File: config.mk
export PLATFORM = sky130hd
export DESIGN_NAME = cfg_write_guard
export DESIGN_NICKNAME = d
export VERILOG_FILES = /design/src/rtl/cwg_pkg.sv /design/src/rtl/cwg_addr_match.sv /design/src/rtl/cwg_window_timer.sv /design/src/rtl/cwg_strobe_reg.sv /design/src/rtl/cfg_write_guard.sv
export SDC_FILE = /design/constraint.sdc
export NUM_CORES = 1
export LEC_CHECK = 0
export ABC_CLOCK_PERIOD_IN_PS = 4500
export BUFFER_PORTS_ARGS = -buffer_cell sky130_fd_sc_hd__clkbuf_2
export CAP_MARGIN = 20
export CORE_MARGIN = 4
export CORE_UTILIZATION = 40
export DETAILED_ROUTE_END_ITERATION = 10
export PLACE_DENSITY = 0.73
export SLEW_MARGIN = 30
export SYNTH_ARGS = -nofsm -noshare
export SYNTH_HDL_FRONTEND = slang
export SYNTH_SLANG_ARGS = --single-unit
File: constraint.sdc
create_clock -name clk -period 4.5 [get_ports clk]
set_input_delay 0.9 -clock clk [delete_from_list [all_inputs] [get_ports clk]]
set_output_delay 0.9 -clock clk [all_outputs]
set_load 0.01 [all_outputs]
File: src/rtl/cwg_pkg.sv
package cwg_pkg;

  // Next value of the unlock countdown: a correct key reloads it, a wrong key
  // or a consumed window clears it, otherwise it runs down to zero.
  function automatic int unsigned next_count(int unsigned cur, logic arm,
                                             logic kill, int unsigned load);
    if (arm)      return load;
    if (kill)     return 0;
    if (cur != 0) return cur - 1;
    return 0;
  endfunction

  // True when a write carries the exact unlock key.
  function automatic logic key_matches(logic [63:0] data, logic [63:0] key);
    return data == key;
  endfunction

endpackage

File: src/rtl/cwg_addr_match.sv
module cwg_addr_match #(
  parameter int unsigned ADDR_W   = 8,
  parameter int unsigned NUM_PROT = 3,
  parameter logic [NUM_PROT*ADDR_W-1:0] PROT_ADDRS = {8'h22, 8'h11, 8'h08},
  parameter logic [ADDR_W-1:0] KEY_ADDR = 8'hF0
) (
  input  logic                wr,
  input  logic [ADDR_W-1:0]   addr,
  output logic [NUM_PROT-1:0] prot_hit,
  output logic                key_hit,
  output logic                plain_hit
);

  logic any_prot;

  for (genvar i = 0; i < NUM_PROT; i++) begin : g_cmp
    assign prot_hit[i] = wr && (addr == PROT_ADDRS[i*ADDR_W +: ADDR_W]);
  end

  assign any_prot  = |prot_hit;
  assign key_hit   = wr && (addr == KEY_ADDR);
  assign plain_hit = wr && !any_prot && !key_hit;

endmodule

File: src/rtl/cwg_window_timer.sv
module cwg_window_timer #(
  parameter int unsigned WINDOW = 4,
  localparam int unsigned CNT_W = $clog2(WINDOW + 1)
) (
  input  logic             clk,
  input  logic             rst_n,
  input  logic             arm,
  input  logic             disarm,
  input  logic             consume,
  output logic             open,
  output logic [CNT_W-1:0] cnt_q
);

  logic [CNT_W-1:0] cnt_d;

  always_comb begin
    cnt_d = CNT_W'(cwg_pkg::next_count(32'(cnt_q), arm, disarm | consume, WINDOW));
  end

  always_ff @(posedge clk) begin
    if (!rst_n) cnt_q <= '0;
    else        cnt_q <= cnt_d;
  end

  assign open = (cnt_q != '0);

endmodule

File: src/rtl/cwg_strobe_reg.sv
module cwg_strobe_reg #(
  parameter int unsigned ADDR_W   = 8,
  parameter int unsigned DATA_W   = 8,
  parameter int unsigned NUM_PROT = 3
) (
  input  logic                clk,
  input  logic                rst_n,
  input  logic [NUM_PROT-1:0] grant,
  input  logic                plain_go,
  input  logic [ADDR_W-1:0]   addr,
  input  logic [DATA_W-1:0]   wdata,
  output logic [NUM_PROT-1:0] prot_we,
  output logic                plain_we,
  output logic [ADDR_W-1:0]   out_addr,
  output logic [DATA_W-1:0]   out_wdata
);

  logic fwd;
  assign fwd = plain_go | (|grant);

  always_ff @(posedge clk) begin
    if (!rst_n) begin
      prot_we  <= '0;
      plain_we <= 1'b0;
    end else begin
      prot_we  <= grant;
      plain_we <= plain_go;
    end
  end

  always_ff @(posedge clk) begin
    if (!rst_n) begin
      out_addr  <= '0;
      out_wdata <= '0;
    end else if (fwd) begin
      out_addr  <= addr;
      out_wdata <= wdata;
    end
  end

endmodule

File: src/rtl/cfg_write_guard.sv
module cfg_write_guard #(
  parameter int unsigned ADDR_W   = 8,
  parameter int unsigned DATA_W   = 8,
  parameter int unsigned NUM_PROT = 3,
  parameter logic [NUM_PROT*ADDR_W-1:0] PROT_ADDRS = {8'h22, 8'h11, 8'h08},
  parameter logic [ADDR_W-1:0] KEY_ADDR  = 8'hF0,
  parameter logic [DATA_W-1:0] KEY_VALUE = 8'hC3,
  parameter int unsigned WINDOW   = 4
) (
  input  logic                clk,
  input  logic                rst_n,
  input  logic                bus_wr,
  input  logic [ADDR_W-1:0]   bus_addr,
  input  logic [DATA_W-1:0]   bus_wdata,
  output logic [NUM_PROT-1:0] prot_we,
  output logic                plain_we,
  output logic [ADDR_W-1:0]   out_addr,
  output logic [DATA_W-1:0]   out_wdata,
  output logic                window_open
);

  localparam int unsigned CNT_W = $clog2(WINDOW + 1);

  // Named internal events, also watched by the bound checker.
  logic [NUM_PROT-1:0] prot_hit;
  logic                key_hit;
  logic                plain_hit;
  logic                key_ok;
  logic                key_bad;
  logic                prot_req;
  logic                prot_accept;
  logic [NUM_PROT-1:0] grant;
  logic                win_open;
  logic [CNT_W-1:0]    win_cnt;

  cwg_addr_match #(
    .ADDR_W    (ADDR_W),
    .NUM_PROT  (NUM_PROT),
    .PROT_ADDRS(PROT_ADDRS),
    .KEY_ADDR  (KEY_ADDR)
  ) u_match (
    .wr       (bus_wr),
    .addr     (bus_addr),
    .prot_hit (prot_hit),
    .key_hit  (key_hit),
    .plain_hit(plain_hit)
  );

  assign key_ok      = key_hit && cwg_pkg::key_matches(64'(bus_wdata), 64'(KEY_VALUE));
  assign key_bad     = key_hit && !key_ok;
  assign prot_req    = |prot_hit;
  assign prot_accept = prot_req && win_open;
  assign grant       = prot_hit & {NUM_PROT{win_open}};

  cwg_window_timer #(
    .WINDOW(WINDOW)
  ) u_timer (
    .clk    (clk),
    .rst_n  (rst_n),
    .arm    (key_ok),
    .disarm (key_bad),
    .consume(prot_accept),
    .open   (win_open),
    .cnt_q  (win_cnt)
  );

  cwg_strobe_reg #(
    .ADDR_W  (ADDR_W),
    .DATA_W  (DATA_W),
    .NUM_PROT(NUM_PROT)
  ) u_out (
    .clk      (clk),
    .rst_n    (rst_n),
    .grant    (grant),
    .plain_go (plain_hit),
    .addr     (bus_addr),
    .wdata    (bus_wdata),
    .prot_we  (prot_we),
    .plain_we (plain_we),
    .out_addr (out_addr),
    .out_wdata(out_wdata)
  );

  assign window_open = win_open;

endmodule

==> results of run 1 <==
==> metal layers <==
| layer | GRT usage | part of all wire |
|---|---|---|
| met1 | 0.185 | 0.44 |
| met2 | 0.218 | 0.44 |
| met3 | 0.0518 | 0.11 |
| met4 | 0.0316 | 0.0068 |
| met5 | 0 | 0 |
==> metrics by stage <==
stage                     setup WS, ns  instances   util  cell area (µm²)
final                             2.21        182  0.510             1290
after global routing              2.02        182  0.510             1290
after CTS                         1.91        182  0.508             1280
after detailed placement          1.55        178  0.498             1250
after global placement            1.67        178  0.498             1250
after floorplan                   2.35        115      -             1070
==> final timing paths <==
check	startpoint	to	slack [ns]
worst max-delay path	bus_addr[1]	u_out.out_wdata[6]	2.21
worst min-delay path	u_timer.cnt_q[0]	u_timer.cnt_q[0]	0.42
worst max register to register	u_timer.cnt_q[0]	u_out.out_wdata[6]	2.78
worst min register to register	u_timer.cnt_q[0]	u_timer.cnt_q[0]	0.42
==> final cells by class <==
cell class / instances / area [µm²]
clock buffer: 3 / 22.5
clock inverter: 1 / 5.00
fill: 267 / 1230
inverter: 3 / 11.3
multi-input combinational: 83 / 556
sequential: 23 / 460
tap: 30 / 37.5
timing repair buffer: 39 / 195
==> state kept, by name, indices dropped and copies added (netlist names) <==
register / count
u_timer.cnt_q: 3
u_out.prot_we: 3
u_out.plain_we: 1
u_out.out_wdata: 8
u_out.out_addr: 8
==> power groups by stage <==
stage / sequential (mW) / clock (mW) / combinational, mW
4_1_cts: 0.231 / 0.104 / 0.110
2_1_floorplan: 0.239 / 0 / 0.0684
3_5_place_dp: 0.236 / 0 / 0.109
6_report: 0.231 / 0.0966 / 0.107
5_1_grt: 0.234 / 0.111 / 0.123
3_3_place_gp: 0.235 / 0 / 0.107
==> cell usage after synthesis (all sizes together) (2+ instances only) <==
master and number:
nand2 34, nor4 2, nor2b 2, clkbuf 4
mux2i 17, nor2 7, dfxtp 23, nor4b 3
inv 3, nand3 2, ha 2, o211ai 2
buf 2
==> kinds of logic (layout without fill, tap and decap cells) <==
logic type / after synthesis / count (layout) / share of synthesized area
compound gates: 5 / 5 / 0.0468
fa+ha+maj: 2 / 2 / 0.0234
buf+inv: 9 / 46 / 0.0539
flops: 23 / 23 / 0.431
mux: 17 / 17 / 0.159
simple gates: 59 / 59 / 0.286
==> impl_metrics.tcl, run 1 <==
set metrics [dict create \
    status "complete, no violations" \
    wire_per_inst_um 12.2 \
    remaining_drc_errors 0 \
    h-tree-depth 1 \
    synth_seq_area_share 0.431 \
    p_int_mw 0.304 \
    layout.nets 174 \
    cp_top_family "simple AND/OR/NAND/NOR gates" \
    drive_above_1_share 0.336 \
    crit_chain "clkbuf_2, nor4b_2, nand2_1, o211ai_2, nor2b_4, mux2i_1" \
    areaGrowthSynthToFinish_pct 20.5 \
    fp.dieH_um 59.7 \
    die_area_um2 3560 \
    seqPwrFrac 0.531 \
    synth-edff-count 0 \
    worstPathRequired_ns 4.75 \
    slew_violations 0 \
    cts_hold_buf 0 \
    synthesis.nets 136 \
    mostFrequentLayoutCell "clkbuf_2" \
    hold-worst-slack_ns 0.421 \
    critPathSlowestCell "nor2b_4" \
    cts_setup_buffers 0 \
    post-route-min-period_ns 2.29 \
    worstPathArrival_ns 2.54 \
    synthDistinctLibCells 29 \
    dp_hpwl_um 1760 \
    gp_congestion 0.772 \
    core-area_um2 2520 \
    cts.clk_slew.worst_paths_ns 0.13 \
    clk_latency_ns 0.31 \
    ir_drop_v 0.000236 \
    numCtsBuffers 3 \
    tritoncts "built" \
    vias 920 \
    yosysTopAreaCellShare 0.431 \
    crit_path_max_fanout 16 \
    holdPathStages 1 \
    first_global_vias 902 \
    swShare 0.301 \
    layout_common_cells "39 x clkbuf_2, 34 x nand2_1, 23 x dfxtp_1" \
    p_comb_frac 0.247 \
    yosys_warnings 0 \
    maxCapViolCount 0 \
    min_path_type "reg -> reg" \
    leakage_nw 0.630 \
    cts_resized 0 \
    dr.pass1.iters 4 \
    start_util 0.424 \
    syn_inst 115 \
    routed_via_density 5.05 \
    die_w_um 59.7 \
    cp.depth 6 \
    finalHoldViolations 0 \
    cts_sinks 23 \
    detail-route-antenna-nets 0 \
    syn_area_um2 1070 \
    path_class "in -> reg" \
    ys.flop_type "dfxtp_1" \
    antenna_found_initial 0 \
    p_total_mw 0.435 \
    drt-total-wl_um 2220 \
    first_iter_violations 30 \
    fmax_mhz 436 \
    synthArstFlopShare 0 \
    period_share 0.509 \
    grt_setup_unrepaired "no" \
    synth_top_area_cell "dfxtp_1" \
    diodes 0 \
    grt_max_degree 37 \
    setup.worst_path.end_class "flip-flop" \
    synth_seq_cells 23 \
    worst_pin_slew_ns 0.630 \
    powerDensity_nw_per_um2 338 \
    synth_area_leaders "dfxtp_1 43%, mux2i_1 16%, nand2_1 12%" \
    root_buffer "clkbuf_4" \
    crit_buf_inv 1 \
    syn_area_per_cell_um2 9.29 \
    timing.setup.tns_ns 0 \
    grt-ovfl-total 0 \
    finClkSkew_ns 0.00292 \
    r2r_cells 6 \
    grt_pass1_wl_um 3890 \
    io_pins 40 \
    netSwitchingPower_mw 0.131 \
    clk_path_buf_depth 2 \
    final-setup-viol-count 0 \
    grt_usage 0.140 \
    port_buffers 39 \
    cp-start-kind "input port" \
    clkPwrFrac 0.222 \
    max_stage_delay_ns 0.54 \
    rows 18 \
    maxSlewHeadroom 0.580 \
]
Note: power is estimated with default switching activity, not from simulation.
==> run 2, diff against run 1 <==
--- a/config.mk
+++ b/config.mk
@@ -5,7 +5,8 @@
 export SDC_FILE = /design/constraint.sdc
 export NUM_CORES = 1
 export LEC_CHECK = 0
-export ABC_CLOCK_PERIOD_IN_PS = 4500
+export ABC_AREA = 1
+export ABC_CLOCK_PERIOD_IN_PS = 2100
 export BUFFER_PORTS_ARGS = -buffer_cell sky130_fd_sc_hd__clkbuf_2
 export CAP_MARGIN = 20
 export CORE_MARGIN = 4
==> constraint.sdc (replaced) <==
create_clock -name clk -period 2.1 [get_ports clk]
set_input_delay 0.42 -clock clk [delete_from_list [all_inputs] [get_ports clk]]
set_output_delay 0.42 -clock clk [all_outputs]
set_load 0.01 [all_outputs]
==> impl_metrics.tcl, run 2 <==
set metrics [dict create \
    cp-start-kind "flip-flop" \
    crit_buf_inv 2 \
    worstPathArrival_ns 1.25 \
    period_share 0.794 \
    dr.pass1.iters 4 \
    worstPathRequired_ns 1.68 \
    timing.setup.tns_ns 0 \
    synth_seq_area_share 0.347 \
    synth-edff-count 0 \
    first_global_vias 1101 \
    hold-worst-slack_ns 0.348 \
    port_buffers 39 \
    synth_common_cells "31 x nor2_1, 29 x inv_1, 28 x nand2_1" \
    grt-ovfl-total 0 \
    cts_sinks 23 \
    synthDistinctLibCells 24 \
    crit_path_max_fanout 3 \
    powerDensity_nw_per_um2 656 \
    post-route-min-period_ns 1.67 \
    syn_area_per_cell_um2 7.42 \
    yosysTopAreaCellShare 0.347 \
    min_path_type "in -> reg" \
    gp_congestion 0.811 \
    first_iter_violations 80 \
    setup.worst_path.end_class "output port" \
    die_area_um2 4310 \
    io_pins 40 \
    synthesis.nets 200 \
    max_stage_delay_ns 0.35 \
    grt_pass1_wl_um 4750 \
    diodes 0 \
    synth_seq_cells 23 \
    mostFrequentLayoutCell "clkbuf_2" \
    root_buffer "clkbuf_4" \
    r2r_cells 6 \
    numCtsBuffers 3 \
    drt-total-wl_um 2720 \
    hp-start "bus_wdata[2]" \
    syn_inst 179 \
    antenna_found_initial 0 \
    holdPathStages 3 \
    final-setup-viol-count 0 \
    cp_top_family "flip-flops" \
    die_w_um 65.6 \
    start_util 0.428 \
    maxCapViolCount 0 \
    h-tree-depth 1 \
    dp_hpwl_um 2080 \
    reg2reg_setup_slack_ns 0.65 \
    synth_area_leaders "dfxtp_1 35%, nand3_2 12%, nor2_1 8.8%" \
    clk_latency_ns 0.31 \
    layout_common_cells "39 x clkbuf_2, 31 x nor2_1, 29 x inv_1" \
    critPathSlowestCell "dfxtp_1" \
    areaGrowthSynthToFinish_pct 15.2 \
    core-area_um2 3100 \
    cts_hold_buf 0 \
    fp.dieH_um 65.6 \
    drive_above_1_share 0.330 \
    ir_drop_v 0.000371 \
    fmax_mhz 600 \
    slew_violations 0 \
    cts.clk_slew.worst_paths_ns 0.13 \
    routed_via_density 4.52 \
    clk_path_buf_depth 2 \
    layout.nets 237 \
    whs_endpoint "u_out.out_wdata[2]" \
    ys.flop_type "dfxtp_1" \
    crit_chain "inv_1, ha_1, nand2_1, clkbuf_2" \
    largestRegisters "u_out.out_addr x8, u_out.out_wdata x8" \
    path_class "reg -> out" \
    grt_max_degree 34 \
    final_cell_area_um2 1530 \
    r2r-start "u_timer.cnt_q[0]" \
    finalHoldViolations 0 \
    post-synth-top-count-cell "nor2_1" \
    utilization 0.493 \
    vias 1170 \
    remaining_drc_errors 0 \
    syn_area_um2 1330 \
    p_total_mw 1.00 \
    synthArstFlopShare 0 \
    cts_setup_buffers 0 \
    maxSlewHeadroom 0.717 \
    cts_resized 0 \
    finClkSkew_ns 0.00923 \
    yosys_warnings 0 \
    timing.rr.end "u_out.out_addr[2]" \
    detail-route-antenna-nets 0 \
    wire_per_inst_um 10.5 \
    place_area_um2 1500 \
    rows 20 \
    leakage_nw 0.793 \
    worst_pin_slew_ns 0.424 \
    synth_top_area_cell "dfxtp_1" \
    grt_usage 0.140 \
    status "complete, no violations" \
    grt_setup_unrepaired "no" \
    tritoncts "built" \
]
run 2: changes by cell type after synthesis, sizes merged, moves of 2 or more:
cell / delta
clkbuf: -2
nor2: +29
inv: +27
nand2: -4
nor4b: -3
a21oi: +16
nand3: +24
mux2i: -17
nor2b: -2
o211ai: -2
buf: +4
run 2: where the power goes:
part | switching (mW) | internal [mW] | leakage [nW] | total, mW
Clock | 0.134 | 0.0743 | 0.0150 | 0.208
Combinational | 0.181 | 0.116 | 0.587 | 0.297
Sequential | 0.0182 | 0.480 | 0.190 | 0.499
Total | 0.333 | 0.671 | 0.793 | 1.00
run 2: per-stage QoR:
step                      worst slack [ns]  std cells
after floorplan                      0.726        179
after global placement               0.381        255
after detailed placement             0.364        255
after CTS                            0.426        259
after global routing                 0.344        259
final                                0.433        259
run 2: metal layers:
metal | share of wire | wire length, µm | global-route usage
met5 | 0 | 0 | 0
met4 | 0.0099 | 27 | 0.0311
met3 | 0.073 | 197 | 0.0479
met2 | 0.46 | 1250 | 0.230
met1 | 0.46 | 1240 | 0.174
run 2: how the worst max path moves through the flow:
stage                      from                 to  slack [ns]  depth (start not counted)
2_1_floorplan       bus_addr[2]  u_out.out_addr[0]        0.73                          9
3_3_place_gp        bus_addr[5]  u_out.out_addr[6]        0.38                         10
3_5_place_dp        bus_addr[2]  u_out.out_addr[6]        0.36                          9
4_1_cts        u_timer.cnt_q[0]        window_open        0.43                          4
5_1_grt        u_timer.cnt_q[0]        window_open        0.34                          4
6_report       u_timer.cnt_q[0]        window_open        0.43                          4
run 2: cell families (layout without fill, tap and decap cells):
| logic type | count (synthesis) | count (layout) | synth area share |
|---|---|---|---|
| DFF | 23 | 23 | 0.347 |
| and+or+nand+nor | 97 | 97 | 0.399 |
| adders and majority gates | 2 | 2 | 0.0188 |
| AOI/OAI and AO/OA | 18 | 18 | 0.0763 |
| buffers and inverters | 39 | 75 | 0.159 |
run 2: final cells by class:
class                      count  area (µm²)
inverter                      31         116
sequential                    23         460
fill                         349        1570
clock buffer                   4        26.3
tap                           44        55.1
timing repair buffer          40         215
multi-input combinational    117         657
run 2: worst min-delay path, stage by stage:
cell and delay [ns]:
clkbuf_2 0.10, a21oi_1 0.04, nor2_1 0.08
==> run 3, diff against run 2 <==
--- a/config.mk
+++ b/config.mk
@@ -6,13 +6,13 @@
 export NUM_CORES = 1
 export LEC_CHECK = 0
 export ABC_AREA = 1
-export ABC_CLOCK_PERIOD_IN_PS = 2100
+export ABC_CLOCK_PERIOD_IN_PS = 1700
 export BUFFER_PORTS_ARGS = -buffer_cell sky130_fd_sc_hd__clkbuf_2
 export CAP_MARGIN = 20
 export CORE_MARGIN = 4
 export CORE_UTILIZATION = 40
 export DETAILED_ROUTE_END_ITERATION = 10
-export PLACE_DENSITY = 0.73
+export PLACE_DENSITY = 0.71
 export SLEW_MARGIN = 30
 export SYNTH_ARGS = -nofsm -noshare
 export SYNTH_HDL_FRONTEND = slang
==> constraint.sdc (replaced) <==
create_clock -name clk -period 1.7 [get_ports clk]
set_input_delay 0.34 -clock clk [delete_from_list [all_inputs] [get_ports clk]]
set_output_delay 0.34 -clock clk [all_outputs]
set_load 0.01 [all_outputs]
==> impl_metrics.tcl, run 3 (synthesized netlist as in run 2, its figures left out) <==
set metrics [dict create \
    first_iter_violations 51 \
    cts_resized 0 \
    setup.worst_path.end_class "output port" \
    drive_above_1_share 0.345 \
    ir_drop_v 0.000331 \
    post-route-min-period_ns 1.57 \
    io_pins 40 \
    nFillCells 315 \
    status "complete, no violations" \
    grt_max_degree 23 \
    maxCapViolCount 0 \
    h-tree-depth 1 \
    timing.setup.tns_ns 0 \
    cts_hold_buf 0 \
    die_area_um2 4310 \
    die_w_um 65.6 \
    port_buffers 39 \
    cp-start-kind "flip-flop" \
    fp.dieH_um 65.6 \
    tritoncts "built" \
    layout.nets 242 \
    clk_path_buf_depth 2 \
    root_buffer "clkbuf_4" \
    critPathSlowestCell "dfxtp_1" \
    final-setup-viol-count 0 \
    grt_setup_unrepaired "no" \
    numCtsBuffers 3 \
    antenna_found_initial 0 \
    dp_hpwl_um 2180 \
    routed_via_density 4.48 \
    maxSlewHeadroom 0.756 \
    largestRegisters "u_out.out_addr x8, u_out.out_wdata x8" \
    clk_latency_ns 0.30 \
    remaining_drc_errors 0 \
    first_global_vias 1078 \
    max_stage_delay_ns 0.35 \
    dp.cells 260 \
    finalHoldViolations 0 \
    grt-ovfl-total 0 \
    worstPathRequired_ns 1.36 \
    r2r-start "u_timer.cnt_q[0]" \
    worst_pin_slew_ns 0.362 \
    core-area_um2 3100 \
    wire_per_inst_um 10.3 \
    gp_congestion 0.871 \
    critPathLaunch "u_timer.cnt_q[0]" \
    finClkSkew_ns 0.00455 \
    diodes 0 \
    period_share 0.924 \
    fmax_mhz 636 \
    finalNonFillerCells 264 \
    drt-total-wl_um 2730 \
    grt_usage 0.135 \
    start_util 0.428 \
    path_class "reg -> out" \
    layout_common_cells "39 x clkbuf_2, 31 x nor2_1, 29 x inv_1" \
    cts_setup_buffers 0 \
    dr.pass1.iters 4 \
    crit_chain "inv_1, ha_1, nand2_1, clkbuf_2" \
    mostFrequentLayoutCell "clkbuf_2" \
    leakage_nw 0.828 \
    cts.clk_slew.worst_paths_ns 0.12 \
    vias 1182 \
    cts_sinks 23 \
    worstPathArrival_ns 1.23 \
    slew_violations 0 \
    detail-route-antenna-nets 0 \
    crit_path_max_fanout 3 \
    rows 20 \
    areaGrowthSynthToFinish_pct 19.9 \
    min_path_type "in -> reg" \
    powerDensity_nw_per_um2 777 \
    hold-worst-slack_ns 0.270 \
    hp-start "bus_wdata[3]" \
    grt_pass1_wl_um 4610 \
]
[run 3: cell count changes in the layout (fill, tap and decap cells not counted)]
cell / before / now
buf_4: 0 / 3
buf_12: 1 / 3
[run 3: path summary, 6_finish.rpt]
kind / slack (ns) / depth (start not counted) / endpoint
setup / recovery: 0.13 / 4 / window_open
setup reg to reg: 0.33 / 7 / u_out.out_addr[4]
hold / removal: 0.27 / 3 / u_out.out_wdata[3]
hold reg to reg: 0.44 / 1 / u_timer.cnt_q[0]
[run 3: critical path: cells and delay by family (launching register included)]
kind	cells	cell delay (ns)
adders and majority gates	1	0.20
buffers and inverters	2	0.22
DFF	1	0.35
and+or+nand+nor	1	0.16
[run 3: report_power, final]
part	internal, mW	switching [mW]	total, mW
Sequential	0.593	0.0237	0.617
Combinational	0.149	0.229	0.378
Clock	0.0913	0.152	0.243
Total	0.834	0.404	1.24
[run 3: through the flow]
stage                     setup WS [ns]  utilization  power [mW]  cell area, µm²
final                             0.129        0.513        1.24            1590
after global routing             0.0521        0.513        1.33            1590
after CTS                         0.112        0.513        1.25            1590
after detailed placement          0.125        0.505        1.01            1570
after global placement            0.146        0.505        1.00            1570
after floorplan                   0.406            -       0.886            1330
[run 3: final cells by class]
cell class	instances	area [µm²]	share of cell area
timing repair buffer	45	278	0.174
sequential	23	460	0.289
tap	44	55.1	0.0346
inverter	31	116	0.0731
multi-input combinational	117	657	0.412
clock buffer	4	26.3	0.0165
[run 3: routing by layer]
layer  GRT usage  vias to the layer above  part of all wire
met5           0                        -                 0
li1            -                      641                 -
met4      0.0622                        0             0.012
met3      0.0154                        2             0.045
met2       0.230                       23              0.47
met1       0.168                      516              0.47
